## src/rtl/ufl_pkg.sv

```systemverilog
// Package for the FIFO threshold interrupt logic.
// Holds the level-code type and the functions that map a code to a fill
// threshold. It assumes depths that are multiples of 8.
package ufl_pkg;

    typedef logic [2:0] lvl_code_t;

    // Highest code with a defined meaning; anything above is reserved.
    localparam lvl_code_t LAST_VALID_CODE = 3'd4;

    // Code is one of the defined trigger levels.
    function automatic logic code_valid(input lvl_code_t code);
        return code <= LAST_VALID_CODE;
    endfunction

    // Receive threshold as filled eighths of the FIFO.
    function automatic int unsigned rx_fill_thr(input lvl_code_t code, input int unsigned depth);
        int unsigned eighths;
        case (code)
            3'd0:    eighths = 1;
            3'd1:    eighths = 2;
            3'd2:    eighths = 4;
            3'd3:    eighths = 6;
            default: eighths = 7;
        endcase
        return (depth * eighths) / 8;
    endfunction

    // Transmit threshold: the code names an empty fraction, converted to a fill.
    function automatic int unsigned tx_fill_thr(input lvl_code_t code, input int unsigned depth);
        int unsigned empty_eighths;
        case (code)
            3'd0:    empty_eighths = 7;
            3'd1:    empty_eighths = 6;
            3'd2:    empty_eighths = 4;
            3'd3:    empty_eighths = 2;
            default: empty_eighths = 1;
        endcase
        return depth - (depth * empty_eighths) / 8;
    endfunction

endpackage

```

## src/rtl/ufl_level_reg.sv

```systemverilog
// Level-select register with one 3-bit code per direction.
// It stores whatever is written, reserved codes included. A write is visible
// from the next cycle. Reset is synchronous and active low.
module ufl_level_reg
    import ufl_pkg::*;
#(
    parameter lvl_code_t RST_TX_CODE = 3'd2,
    parameter lvl_code_t RST_RX_CODE = 3'd2
) (
    input  logic      clk,
    input  logic      rst_n,
    input  logic      we,
    input  logic [5:0] wdata,
    output logic [5:0] rdata,
    output lvl_code_t tx_code,
    output lvl_code_t rx_code
);

    logic [5:0] lvl_q;

    // Hold the register, loading it on a write.
    always_ff @(posedge clk) begin
        if (!rst_n) begin
            lvl_q <= {RST_RX_CODE, RST_TX_CODE};
        end else if (we) begin
            lvl_q <= wdata;
        end
    end

    assign rdata   = lvl_q;
    assign tx_code = lvl_q[2:0];
    assign rx_code = lvl_q[5:3];

endmodule

```

## src/rtl/ufl_cross_det.sv

```systemverilog
// Threshold crossing detector for one FIFO direction.
// FILLING=1 flags a push that brings the occupancy up to the threshold.
// FILLING=0 flags a pop that brings it down to the threshold.
// The count input is the occupancy before the strobe takes effect.
// Reserved codes never flag. The output is combinational.
module ufl_cross_det
    import ufl_pkg::*;
#(
    parameter int unsigned DEPTH   = 16,
    parameter bit          FILLING = 1'b1,
    localparam int unsigned CNT_W  = $clog2(DEPTH + 1)
) (
    input  lvl_code_t        code,
    input  logic [CNT_W-1:0] count,
    input  logic             strobe,
    output logic             hit
);

    logic [CNT_W-1:0] target;

    generate
        if (FILLING) begin : g_fill
            // Pre-push count that lands exactly on the receive threshold.
            always_comb target = CNT_W'(rx_fill_thr(code, DEPTH) - 1);
        end else begin : g_drain
            // Pre-pop count that lands exactly on the transmit threshold.
            always_comb target = CNT_W'(tx_fill_thr(code, DEPTH) + 1);
        end
    endgenerate

    // A crossing needs a strobe, a defined code and the matching count.
    always_comb hit = strobe && code_valid(code) && (count == target);

endmodule

```

## src/rtl/ufl_eot_det.sv

```systemverilog
// End-of-transmission edge detector.
// It pulses for one cycle when "FIFO empty and serializer idle" goes from
// false to true. Its history register resets to "true", so a block that
// comes out of reset already idle does not raise a spurious event.
module ufl_eot_det #(
    parameter int unsigned CNT_W = 5
) (
    input  logic             clk,
    input  logic             rst_n,
    input  logic [CNT_W-1:0] count,
    input  logic             ser_idle,
    output logic             rise
);

    logic done_now;
    logic done_q;

    assign done_now = (count == '0) && ser_idle;

    // Remember last cycle's drain-complete condition.
    always_ff @(posedge clk) begin
        if (!rst_n) begin
            done_q <= 1'b1;
        end else begin
            done_q <= done_now;
        end
    end

    assign rise = done_now && !done_q;

endmodule

```

## src/rtl/uart_fifo_level_irq.sv

```systemverilog
// UART FIFO threshold interrupt generator (top).
// It combines the level register, two crossing detectors and the
// end-of-transmission detector into two sticky raw flags with
// write-one-to-clear. A set event beats a clear in the same cycle.
// It assumes the count inputs are the occupancies before this cycle's strobes.
module uart_fifo_level_irq #(
    parameter int unsigned DEPTH = 16,
    localparam int unsigned CNT_W = $clog2(DEPTH + 1)
) (
    input  logic             clk,
    input  logic             rst_n,
    input  logic             cfg_we,
    input  logic [5:0]       cfg_wdata,
    output logic [5:0]       cfg_rdata,
    input  logic [CNT_W-1:0] tx_count,
    input  logic             tx_pop,
    input  logic [CNT_W-1:0] rx_count,
    input  logic             rx_push,
    input  logic             eot_mode,
    input  logic             ser_idle,
    input  logic             tx_clr,
    input  logic             rx_clr,
    output logic             tx_irq,
    output logic             rx_irq
);
    import ufl_pkg::*;

    lvl_code_t tx_code;
    lvl_code_t rx_code;
    logic      tx_hit;
    logic      rx_hit;
    logic      eot_rise;
    logic      tx_set;
    logic      tx_irq_q;
    logic      rx_irq_q;

    ufl_level_reg #(
        .RST_TX_CODE (3'd2),
        .RST_RX_CODE (3'd2)
    ) u_lvl (
        .clk     (clk),
        .rst_n   (rst_n),
        .we      (cfg_we),
        .wdata   (cfg_wdata),
        .rdata   (cfg_rdata),
        .tx_code (tx_code),
        .rx_code (rx_code)
    );

    ufl_cross_det #(.DEPTH(DEPTH), .FILLING(1'b1)) u_rx_det (
        .code   (rx_code),
        .count  (rx_count),
        .strobe (rx_push),
        .hit    (rx_hit)
    );

    ufl_cross_det #(.DEPTH(DEPTH), .FILLING(1'b0)) u_tx_det (
        .code   (tx_code),
        .count  (tx_count),
        .strobe (tx_pop),
        .hit    (tx_hit)
    );

    ufl_eot_det #(.CNT_W(CNT_W)) u_eot (
        .clk      (clk),
        .rst_n    (rst_n),
        .count    (tx_count),
        .ser_idle (ser_idle),
        .rise     (eot_rise)
    );

    // The transmit source depends on the end-of-transmission mode.
    assign tx_set = eot_mode ? eot_rise : tx_hit;

    // Sticky flags: a set event wins, otherwise the W1C pulse clears.
    always_ff @(posedge clk) begin
        if (!rst_n) begin
            tx_irq_q <= 1'b0;
            rx_irq_q <= 1'b0;
        end else begin
            tx_irq_q <= tx_set | (tx_irq_q & ~tx_clr);
            rx_irq_q <= rx_hit | (rx_irq_q & ~rx_clr);
        end
    end

    assign tx_irq = tx_irq_q;
    assign rx_irq = rx_irq_q;

endmodule

```

## config.mk

```make
export PLATFORM = sky130hd
export DESIGN_NAME = uart_fifo_level_irq
export DESIGN_NICKNAME = d
export VERILOG_FILES = /design/src/rtl/ufl_pkg.sv /design/src/rtl/ufl_level_reg.sv /design/src/rtl/ufl_cross_det.sv /design/src/rtl/ufl_eot_det.sv /design/src/rtl/uart_fifo_level_irq.sv
export SDC_FILE = /design/constraint.sdc
export NUM_CORES = 1
export LEC_CHECK = 0
export ABC_AREA = 0
export BUFFER_PORTS_ARGS = -buffer_cell sky130_fd_sc_hd__buf_2
export CAP_MARGIN = 5
export CELL_PAD_IN_SITES_DETAIL_PLACEMENT = 1
export CELL_PAD_IN_SITES_GLOBAL_PLACEMENT = 1
export CORE_MARGIN = 1
export CORE_UTILIZATION = 31
export CTS_BUF_LIST = sky130_fd_sc_hd__clkbuf_8
export DETAILED_ROUTE_END_ITERATION = 8
export PLACE_DENSITY = 0.95
export SLEW_MARGIN = 0
export SYNTH_ARGS = -nofsm -noshare
export SYNTH_HDL_FRONTEND = slang
export SYNTH_SLANG_ARGS = --single-unit
export TNS_END_PERCENT = 100
```

## constraint.sdc

```tcl
create_clock -name clk -period 4.8 [get_ports clk]
set_input_delay 0.48 -clock clk [delete_from_list [all_inputs] [get_ports clk]]
set_output_delay 0.48 -clock clk [all_outputs]
set_load 0.1 [all_outputs]
```

After elaboration in Yosys (flattened, before gate mapping)
Cells that the tools add are included.
{"block": "op_classes", "eq_ne": 8, "n_bitwise": 6, "n_addsub": 3, "n_lt_le_gt_ge": 2, "n_mux": 3, "reduce_logical": 10}
{"cell": "$pmux W3 S4", "n": 2}
{"cell": "$eq A3 B2 Y1 const B", "n": 4}
{"cell": "$eq A5 B5 Y1", "n": 2}
{"cell": "$eq A3 B1 Y1 const B", "n": 2}
{"cell": "$le A3 B3 Y1 const B", "n": 2}
{"cell": "$logic_and A1 B1 Y1", "n": 6}
{"cell": "$logic_not A3 Y1", "n": 2}
{"cell": "$add A5 B1 Y5 const B", "n": 1}
{"cell": "$logic_not A5 Y1", "n": 1}
{"cell": "$sub A4 B1 Y5 const B", "n": 1}
{"cell": "$sub A5 B4 Y5 const A", "n": 1}
{"cell": "$and A1 B1 Y1", "n": 2}
{"cell": "$not A1 Y1", "n": 2}
{"cell": "$or A1 B1 Y1", "n": 2}
{"cell": "$logic_not A1 Y1", "n": 1}
{"cell": "$mux W1", "n": 1}
{"block": "totals", "reg_bits": 9, "elab_cells": 36, "out_inout_bits": 8, "in_bits": 25}

Logic depth before layout (Yosys ltp)
Gate-level depths: netlist of run 1.
{"block": "depth", "ltp_word": 8, "mapped_depth": 7, "mapped_depth_nobuf": 7}

By module
From an unflattened synthesis of run 1, not the netlist that was laid out.
{"block": "unflattened", "cells_unflattened": 58, "area_unflattened_um2": 569.3}
{"mod": "ufl_level_reg", "area_per_inst_um2": 269.0, "seq_area_each_um2": 120.1, "cells_per_inst": 25, "n_inst": 1}
{"mod": "ufl_cross_det at u_rx_det", "area_per_inst_um2": 90.1, "seq_area_each_um2": 0.0, "cells_per_inst": 12, "n_inst": 1}
{"mod": "uart_fifo_level_irq", "area_per_inst_um2": 77.6, "seq_area_each_um2": 40.0, "cells_per_inst": 7, "n_inst": 1}
{"mod": "ufl_cross_det at u_tx_det", "area_per_inst_um2": 77.6, "seq_area_each_um2": 0.0, "cells_per_inst": 10, "n_inst": 1}
{"mod": "ufl_eot_det", "area_per_inst_um2": 55.1, "seq_area_each_um2": 20.0, "cells_per_inst": 4, "n_inst": 1}

Worst setup path before layout of run 1
No wires, ideal clock.
{"block": "synth_path", "kind": "register to register", "from": "register u_lvl.lvl_q[5] (netlist: u_lvl.rdata[5])", "to": "register rx_irq_q (netlist: rx_irq)", "arrival_ns": 2.370, "path_buffers": 0, "stages_incl_launch_ff": 7, "setup_slack_ns": 2.346, "required_time_ns": 4.716, "period_less_slack_ns": 2.454, "cell_sequence": "dfxtp_1 > nor2_1 > ha_1 > xor2_1 > or4_1 > and3_1 > o31ai_2"}
{"block": "synth_between", "elab_chain_cells": 6}
{"item": "from (decl)", "line_no": "ufl_level_reg.sv:19", "text": "logic [5:0] lvl_q;"}
{"item": "from (signal assigned)", "line_no": "ufl_level_reg.sv:24", "text": "lvl_q <= {RST_RX_CODE, RST_TX_CODE};"}
{"item": "from (signal assigned)", "line_no": "ufl_level_reg.sv:26", "text": "lvl_q <= wdata;"}
{"item": "$eq A3 B2 Y1 (tied with other cells)", "line_no": "ufl_pkg.sv:19", "text": "case (code)"}
{"item": "$pmux W3 S4", "line_no": "ufl_pkg.sv:19"}
{"item": "$sub A4 B1 Y5", "line_no": "ufl_cross_det.sv:24", "text": "always_comb target = CNT_W'(rx_fill_thr(code, DEPTH) - 1);"}
{"item": "$eq A5 B5 Y1", "line_no": "ufl_cross_det.sv:32", "text": "always_comb hit = strobe && code_valid(code) && (count == target);"}
{"item": "$logic_and A1 B1 Y1 (*)", "line_no": "ufl_cross_det.sv:32"}
{"item": "$or A1 B1 Y1 (*)", "line_no": "uart_fifo_level_irq.sv:82", "text": "rx_irq_q <= rx_hit | (rx_irq_q & ~rx_clr);"}
{"item": "to (signal assigned)", "line_no": "uart_fifo_level_irq.sv:82"}
{"item": "to (decl)", "line_no": "uart_fifo_level_irq.sv:35", "text": "logic rx_irq_q;"}
Every way passes the cells marked *; elsewhere a longest branch is shown, timed or not.
A chain may end at the register's enable or synchronous reset.

Worst setup path in the final report of run 1
{"block": "layout_path", "from": "register u_lvl.lvl_q[3] (netlist: u_lvl.rdata[3])", "to": "register rx_irq_q (netlist: rx_irq)"}
The elaborated chain is that of the path after synthesis.

==> impl_metrics.tcl, run 1 <==
set metrics [dict create \
    p_sw_share_pct 32.2 \
    io_pins 33 \
    wl_per_cell_um 13.0 \
    syn_nets 84 \
    p_per_area_nw_per_um2 311 \
    cts_tree "done" \
    arrival_ns 2.10 \
    synth-edff-count 0 \
    yosys-top-cells-area "dfxtp_1 (35%), mux2i_1 (12%), nand4b_1 (5.1%), nor2b_1 (4.9%), nor2_1 (3.6%)" \
    post-cts-setup-buffer-count 0 \
    vias 564 \
    initial_core_util_pct 33.8 \
    clock_sinks 9 \
    drtAntennaViolNets 0 \
    drt_first_pass_iters 2 \
    critPathMaxFanout 5 \
    wirelength_um 1400 \
    reg2reg_slack_ns 2.85 \
    post-place-ws_ns 2.85 \
    cts_buffers 3 \
    slew_headroom_pct 67.5 \
    netlist_instances 58 \
    setup.worst_path.start_class "flip-flop" \
    fin_skew_ns 0.00203 \
    grt_pass1_wl_um 2400 \
    clk-insertion-delay-late_ns 0.23 \
    avgSynthCellArea_sq_um 8.89 \
    multi_input_area_sq_um 320 \
    cts_max_level 1 \
    drc 0 \
    nNetsFinal 119 \
    post_cts_resized 0 \
    grt_max_degree 11 \
    final-hold-violation-count 0 \
    max_freq_ghz 0.513 \
    drive_gt1_share_pct 39.1 \
    hold_class "primary input to flip-flop" \
    switchingPower_uw 73.5 \
    seq_area_frac_synth_pct 35.0 \
    clk_pin_slew_worst_paths_ns 0.05 \
    fin_crit_sh_pct 40.6 \
    core_area_sq_um 1520 \
    place.gp.congestion 0.782 \
    synth_top_area_cell "dfxtp_1" \
    syn_area_sq_um 515 \
    fin_area_sq_um 733 \
    root_buffer "clkbuf_8" \
    clk_path_buf_depth 2 \
    antenna_found_initial 0 \
    die_w_um 42.8 \
    dpl_cell_area_sq_um 688 \
    comb_power_share_pct 26.2 \
    path_class "flip-flop to flip-flop" \
    synthArstFlopShare_pct 0 \
    tns_ns 0 \
    grt_setup_unrepaired "no" \
    grt_use_total_pct 17.0 \
    fin_crit_ns 1.95 \
    nFillCells 197 \
    intPower_uw 154 \
    synthToLayoutAreaGrowth_pct 42.2 \
    n_antenna_cell 0 \
    tightestPinTransition_ns 0.491 \
    yosys.area.top_type_share_pct 35.0 \
    slew_violations 0 \
    io_buffers 32 \
    dieArea_sq_um 1830 \
    first_iter_violations 3 \
    synth_commonest_cells "dfxtp_1 (9), mux2i_1 (6), nor2_1 (5), nor2b_1 (4)" \
    setup_viol 0 \
    ys_warn_count 0 \
    grt_pass1_vias 583 \
    pwr-share-clk_pct 37.2 \
    die_h_um 42.8 \
    num_rows 14 \
    synth_most_common_cell "dfxtp_1" \
    dp_hpwl_um 1130 \
    endpoint_kind "flip-flop" \
    cap_viol_max_count 0 \
    setup_ws_ns 2.85 \
    leakage_uw 0.000349 \
    critPathRequiredTime_ns 4.95 \
    ys_ff_latch 9 \
    grt_overflow 0 \
    ys_types 28 \
    seqPwrFrac_pct 36.6 \
    viasPerCell 5.22 \
    status "completed" \
    synthFlopType "dfxtp_1" \
    hold_buffers 0 \
    seq_area_sq_um 180 \
    peakVddDrop_mv 0.209 \
]
## flip-flops by register name, indices dropped and copies added, names as in the netlist
signal        count
u_eot.done_q      1
rx_irq            1
u_lvl.rdata       6
tx_irq            1
## layout make-up
class	instances	share of cell area (%)
repair buffers	32	21.8
inverters	2	1.02
clock buffers	3	5.63
well taps	16	2.73
multi-input cells	45	43.7
flip-flops and latches	9	24.6
clock inverters	1	0.512
## kinds of logic after synthesis
kind of cell               after synthesis  synth area share (%)
AOI/OAI and AO/OA                        9                  13.1
xor gates and xnor gates                 3                  5.10
adders and majority gates                1                  2.43
buffers and inverters                    4                  2.91
DFF                                      9                  35.0
muxes                                    6                  11.7
and+or+nand+nor                         26                  29.9
## power groups by stage
| stage | combinational, uW | sequential (uW) | clock (uW) |
|---|---|---|---|
| finish | 59.7 | 83.4 | 84.9 |
| floorplan | 19.7 | 107 | 0 |
| global route | 64.2 | 84.1 | 93.8 |
| global placement | 58.3 | 84.2 | 0 |
| CTS | 60.3 | 83.3 | 87.1 |
| detailed placement | 59.9 | 84.7 | 0 |
## critical path: stages, from the launching register on
cell and delay (ns):
dfxtp_1 0.34, nor2_1 0.17, nor2_1 0.06, ha_1 0.22
xor2_1 0.19, or4_1 0.47, and3_1 0.21, o31ai_2 0.22
## stage by stage
step / utilization [%] / std cells / total power, uW / hold slack (ns)
after floorplan: - / 58 / 126 / 0.581
after global placement: 45.2 / 104 / 143 / 0.492
after detailed placement: 45.2 / 104 / 145 / 0.498
after CTS: 48.1 / 108 / 231 / 0.474
after global routing: 48.1 / 108 / 242 / 0.484
final: 48.1 / 108 / 228 / 0.473
## per-layer routing
layer	global-route usage, %	wire (um)
met1	20.3	613
met2	30.3	695
met3	2.98	95
met4	5.63	0
met5	0	0
## path summary, 6_finish.rpt
| path | end | cells after the start | from |
|---|---|---|---|
| setup / recovery | rx_irq$_SDFF_PN0_ | 7 | u_lvl.rdata[3]$_SDFFE_PN0P_ |
| hold / removal | u_lvl.rdata[1]$_SDFFE_PN1P_ | 3 | cfg_wdata[1] |
| setup reg to reg | rx_irq$_SDFF_PN0_ | 7 | u_lvl.rdata[3]$_SDFFE_PN0P_ |
| hold reg to reg | rx_irq$_SDFF_PN0_ | 2 | rx_irq$_SDFF_PN0_ |
## cell usage in the layout (no fill, tap or decap), types with 2 or more instances in the layout
cell	n
xor2_1	2
buf_2	32
nor2b_1	4
and3_1	2
dfxtp_1	9
nand2_1	3
nor2_1	5
inv_1	3
nand4b_1	3
nand3b_1	2
clkbuf_8	3
nor3_1	2
mux2i_1	6
(Power assumes the default switching activity.)
==> run 2: changes to the inputs <==
--- a/config.mk
+++ b/config.mk
@@ -11,10 +11,10 @@
 export CELL_PAD_IN_SITES_DETAIL_PLACEMENT = 1
 export CELL_PAD_IN_SITES_GLOBAL_PLACEMENT = 1
 export CORE_MARGIN = 1
-export CORE_UTILIZATION = 31
+export CORE_UTILIZATION = 29
 export CTS_BUF_LIST = sky130_fd_sc_hd__clkbuf_8
 export DETAILED_ROUTE_END_ITERATION = 8
-export PLACE_DENSITY = 0.95
+export PLACE_DENSITY = 0.9
 export SLEW_MARGIN = 0
 export SYNTH_ARGS = -nofsm -noshare
 export SYNTH_HDL_FRONTEND = slang
==> constraint.sdc (replaced) <==
create_clock -name clk -period 1.9 [get_ports clk]
set_input_delay 0.19 -clock clk [delete_from_list [all_inputs] [get_ports clk]]
set_output_delay 0.19 -clock clk [all_outputs]
set_load 0.1 [all_outputs]
==> run 2 against run 1 <==
Clock-buffer cell count did not move. Combinational power rose to 2.7 times the previous value. Sequential share of layout area rose by 0.064 points. Hold slack got worse by 0.30 ns. Highest routed layer is now met4. Total power rose to 2.6 times the previous value. Routed wire length rose by 20%. Clock skew fell by 0.00063 ns. Critical endpoint unchanged. Cell area rose by 6.0%.
==> impl_metrics.tcl, run 2 (synthesis gave the netlist of run 1 again) <==
set metrics [dict create \
    core_area_sq_um 1580 \
    grt_max_degree 11 \
    root_buffer "clkbuf_8" \
    tightestPinTransition_ns 0.485 \
    clk_path_buf_depth 2 \
    max_freq_ghz 0.548 \
    power_uw 591 \
    final-hold-violation-count 0 \
    status "completed" \
    hold_depth 3 \
    io_pins 33 \
    path_buf_inv 0 \
    io_buffers 32 \
    clk-insertion-delay-late_ns 0.23 \
    mostFrequentLayoutCells "buf_2 (32), mux2i_1 (6), dfxtp_1 (6)" \
    arrival_ns 1.98 \
    grt_pass1_wl_um 2570 \
    nNetsFinal 121 \
    synthToLayoutAreaGrowth_pct 50.7 \
    hold_start "cfg_wdata[1]" \
    die_w_um 44.2 \
    dieArea_sq_um 1950 \
    cts_max_level 1 \
    wirelength_um 1680 \
    tns_ns 0 \
    cap_viol_max_count 0 \
    cp_cell_sequence "nor2_4 -> nor2_1 -> ha_2 -> xor2_2 -> or4_1 -> and3_1 -> o31ai_2" \
    finalNonFillerCells 110 \
    r2r.worst_path.cells 7 \
    drt_first_pass_iters 5 \
    largest_reg_flops 6 \
    grt_pass1_vias 584 \
    viasPerCell 5.37 \
    dp_cells 104 \
    p_per_area_nw_per_um2 760 \
    cts_tree "done" \
    hold_path_end "u_lvl.rdata[1]$_SDFFE_PN1P_" \
    crit_start "u_lvl.rdata[3]$_SDFFE_PN0P_" \
    drive_gt1_share_pct 46.8 \
    critPathRequiredTime_ns 2.05 \
    setup.worst_path.start_class "flip-flop" \
    r2r_end "rx_irq$_SDFF_PN0_" \
    mostFrequentLayoutCell "buf_2" \
    endpoint_kind "flip-flop" \
    reg2reg_slack_ns 0.08 \
    first_iter_violations 8 \
    vias 591 \
    fin_skew_ns 0.00139 \
    num_rows 14 \
    hold_class "primary input to flip-flop" \
    grt_use_total_pct 18.7 \
    wl_per_cell_um 15.3 \
    dpl_cell_area_sq_um 704 \
    fin_area_sq_um 777 \
    path_class "flip-flop to flip-flop" \
    cts_buffers 3 \
    slew_headroom_pct 67.9 \
    grt_overflow 0 \
    clock_sinks 9 \
    setup_viol 0 \
    peakVddDrop_mv 0.398 \
    antenna_found_initial 0 \
    die_h_um 44.2 \
    drtAntennaViolNets 0 \
    dp_hpwl_um 1240 \
    initial_core_util_pct 32.7 \
    cpPeakStageDelay_ns 0.50 \
    fin_crit_ns 1.82 \
    crit_family "simple AND/OR/NAND/NOR gates" \
    cp_slowest_cell "or4_1" \
    drc 0 \
    hold_buffers 0 \
    grt_setup_unrepaired "no" \
    leakage_uw 0.000361 \
    rr_startpoint "u_lvl.rdata[3]$_SDFFE_PN0P_" \
    place.gp.congestion 0.779 \
    slew_violations 0 \
    clk_pin_slew_worst_paths_ns 0.04 \
    fin_crit_sh_pct 96.0 \
    n_antenna_cell 0 \
    critPathMaxFanout 5 \
]
-- run 2: changes by cell type in the layout (fill, tap and decap cells not counted), sizes merged --
cell	delta
buf	+2
-- run 2: worst max-delay path by stage --
stage                                   end  slack (ns)  cells past startpoint
after floorplan           rx_irq$_SDFF_PN0_        0.02                      7
after global placement    rx_irq$_SDFF_PN0_        0.16                      7
after detailed placement  rx_irq$_SDFF_PN0_        0.09                      7
after CTS                 rx_irq$_SDFF_PN0_        0.04                      7
after global routing      rx_irq$_SDFF_PN0_       0.009                      7
final                     rx_irq$_SDFF_PN0_        0.08                      7
-- run 2: cell type report --
type	count	area, sq um
clock inverters	1	3.75
inverters	2	7.51
well taps	16	20.0
flip-flops and latches	9	191
clock buffers	3	41.3
fillers	204	800
multi-input cells	45	338
repair buffers	34	175
-- run 2: report_power, final --
part           internal, uW  switching [uW]
combinational          56.6             106
clock                   141            76.7
sequential              198            13.2
total                   395             196
-- run 2: layer usage --
layer | wire length [um] | vias to the layer above | GRT usage (%)
met5 | 0 | - | 0
met4 | 40 | 0 | 12.1
met3 | 103 | 5 | 3.67
met2 | 895 | 28 | 34.7
met1 | 642 | 273 | 18.7
li1 | - | 285 | -
-- run 2: worst reg2reg max path: cells and delay by family (launching register included) --
| family | cells | cell delay [ns] |
|---|---|---|
| AOI/OAI and AO/OA | 1 | 0.22 |
| and+or+nand+nor | 4 | 0.83 |
| DFF | 1 | 0.35 |
| xor gates and xnor gates | 1 | 0.16 |
| adders and majority gates | 1 | 0.19 |
-- run 2: metrics by stage --
stage | hold WS, ns | util (%) | worst slack, ns
6_report | 0.171 | 49.3 | 0.0759
5_1_grt | 0.184 | 49.3 | 0.00938
4_1_cts | 0.172 | 47.5 | 0.0357
3_5_place_dp | 0.417 | 44.7 | 0.0891
3_3_place_gp | 0.404 | 44.7 | 0.162
2_1_floorplan | 0.291 | - | 0.0185
-- run 2: what timing repair did --
| action | in CTS | in global routing |
|---|---|---|
| buffers inserted | 0 | 2 |
| gates resized for setup | 0 | 2 |
| endpoints found under the setup margin | 0 | 1 |
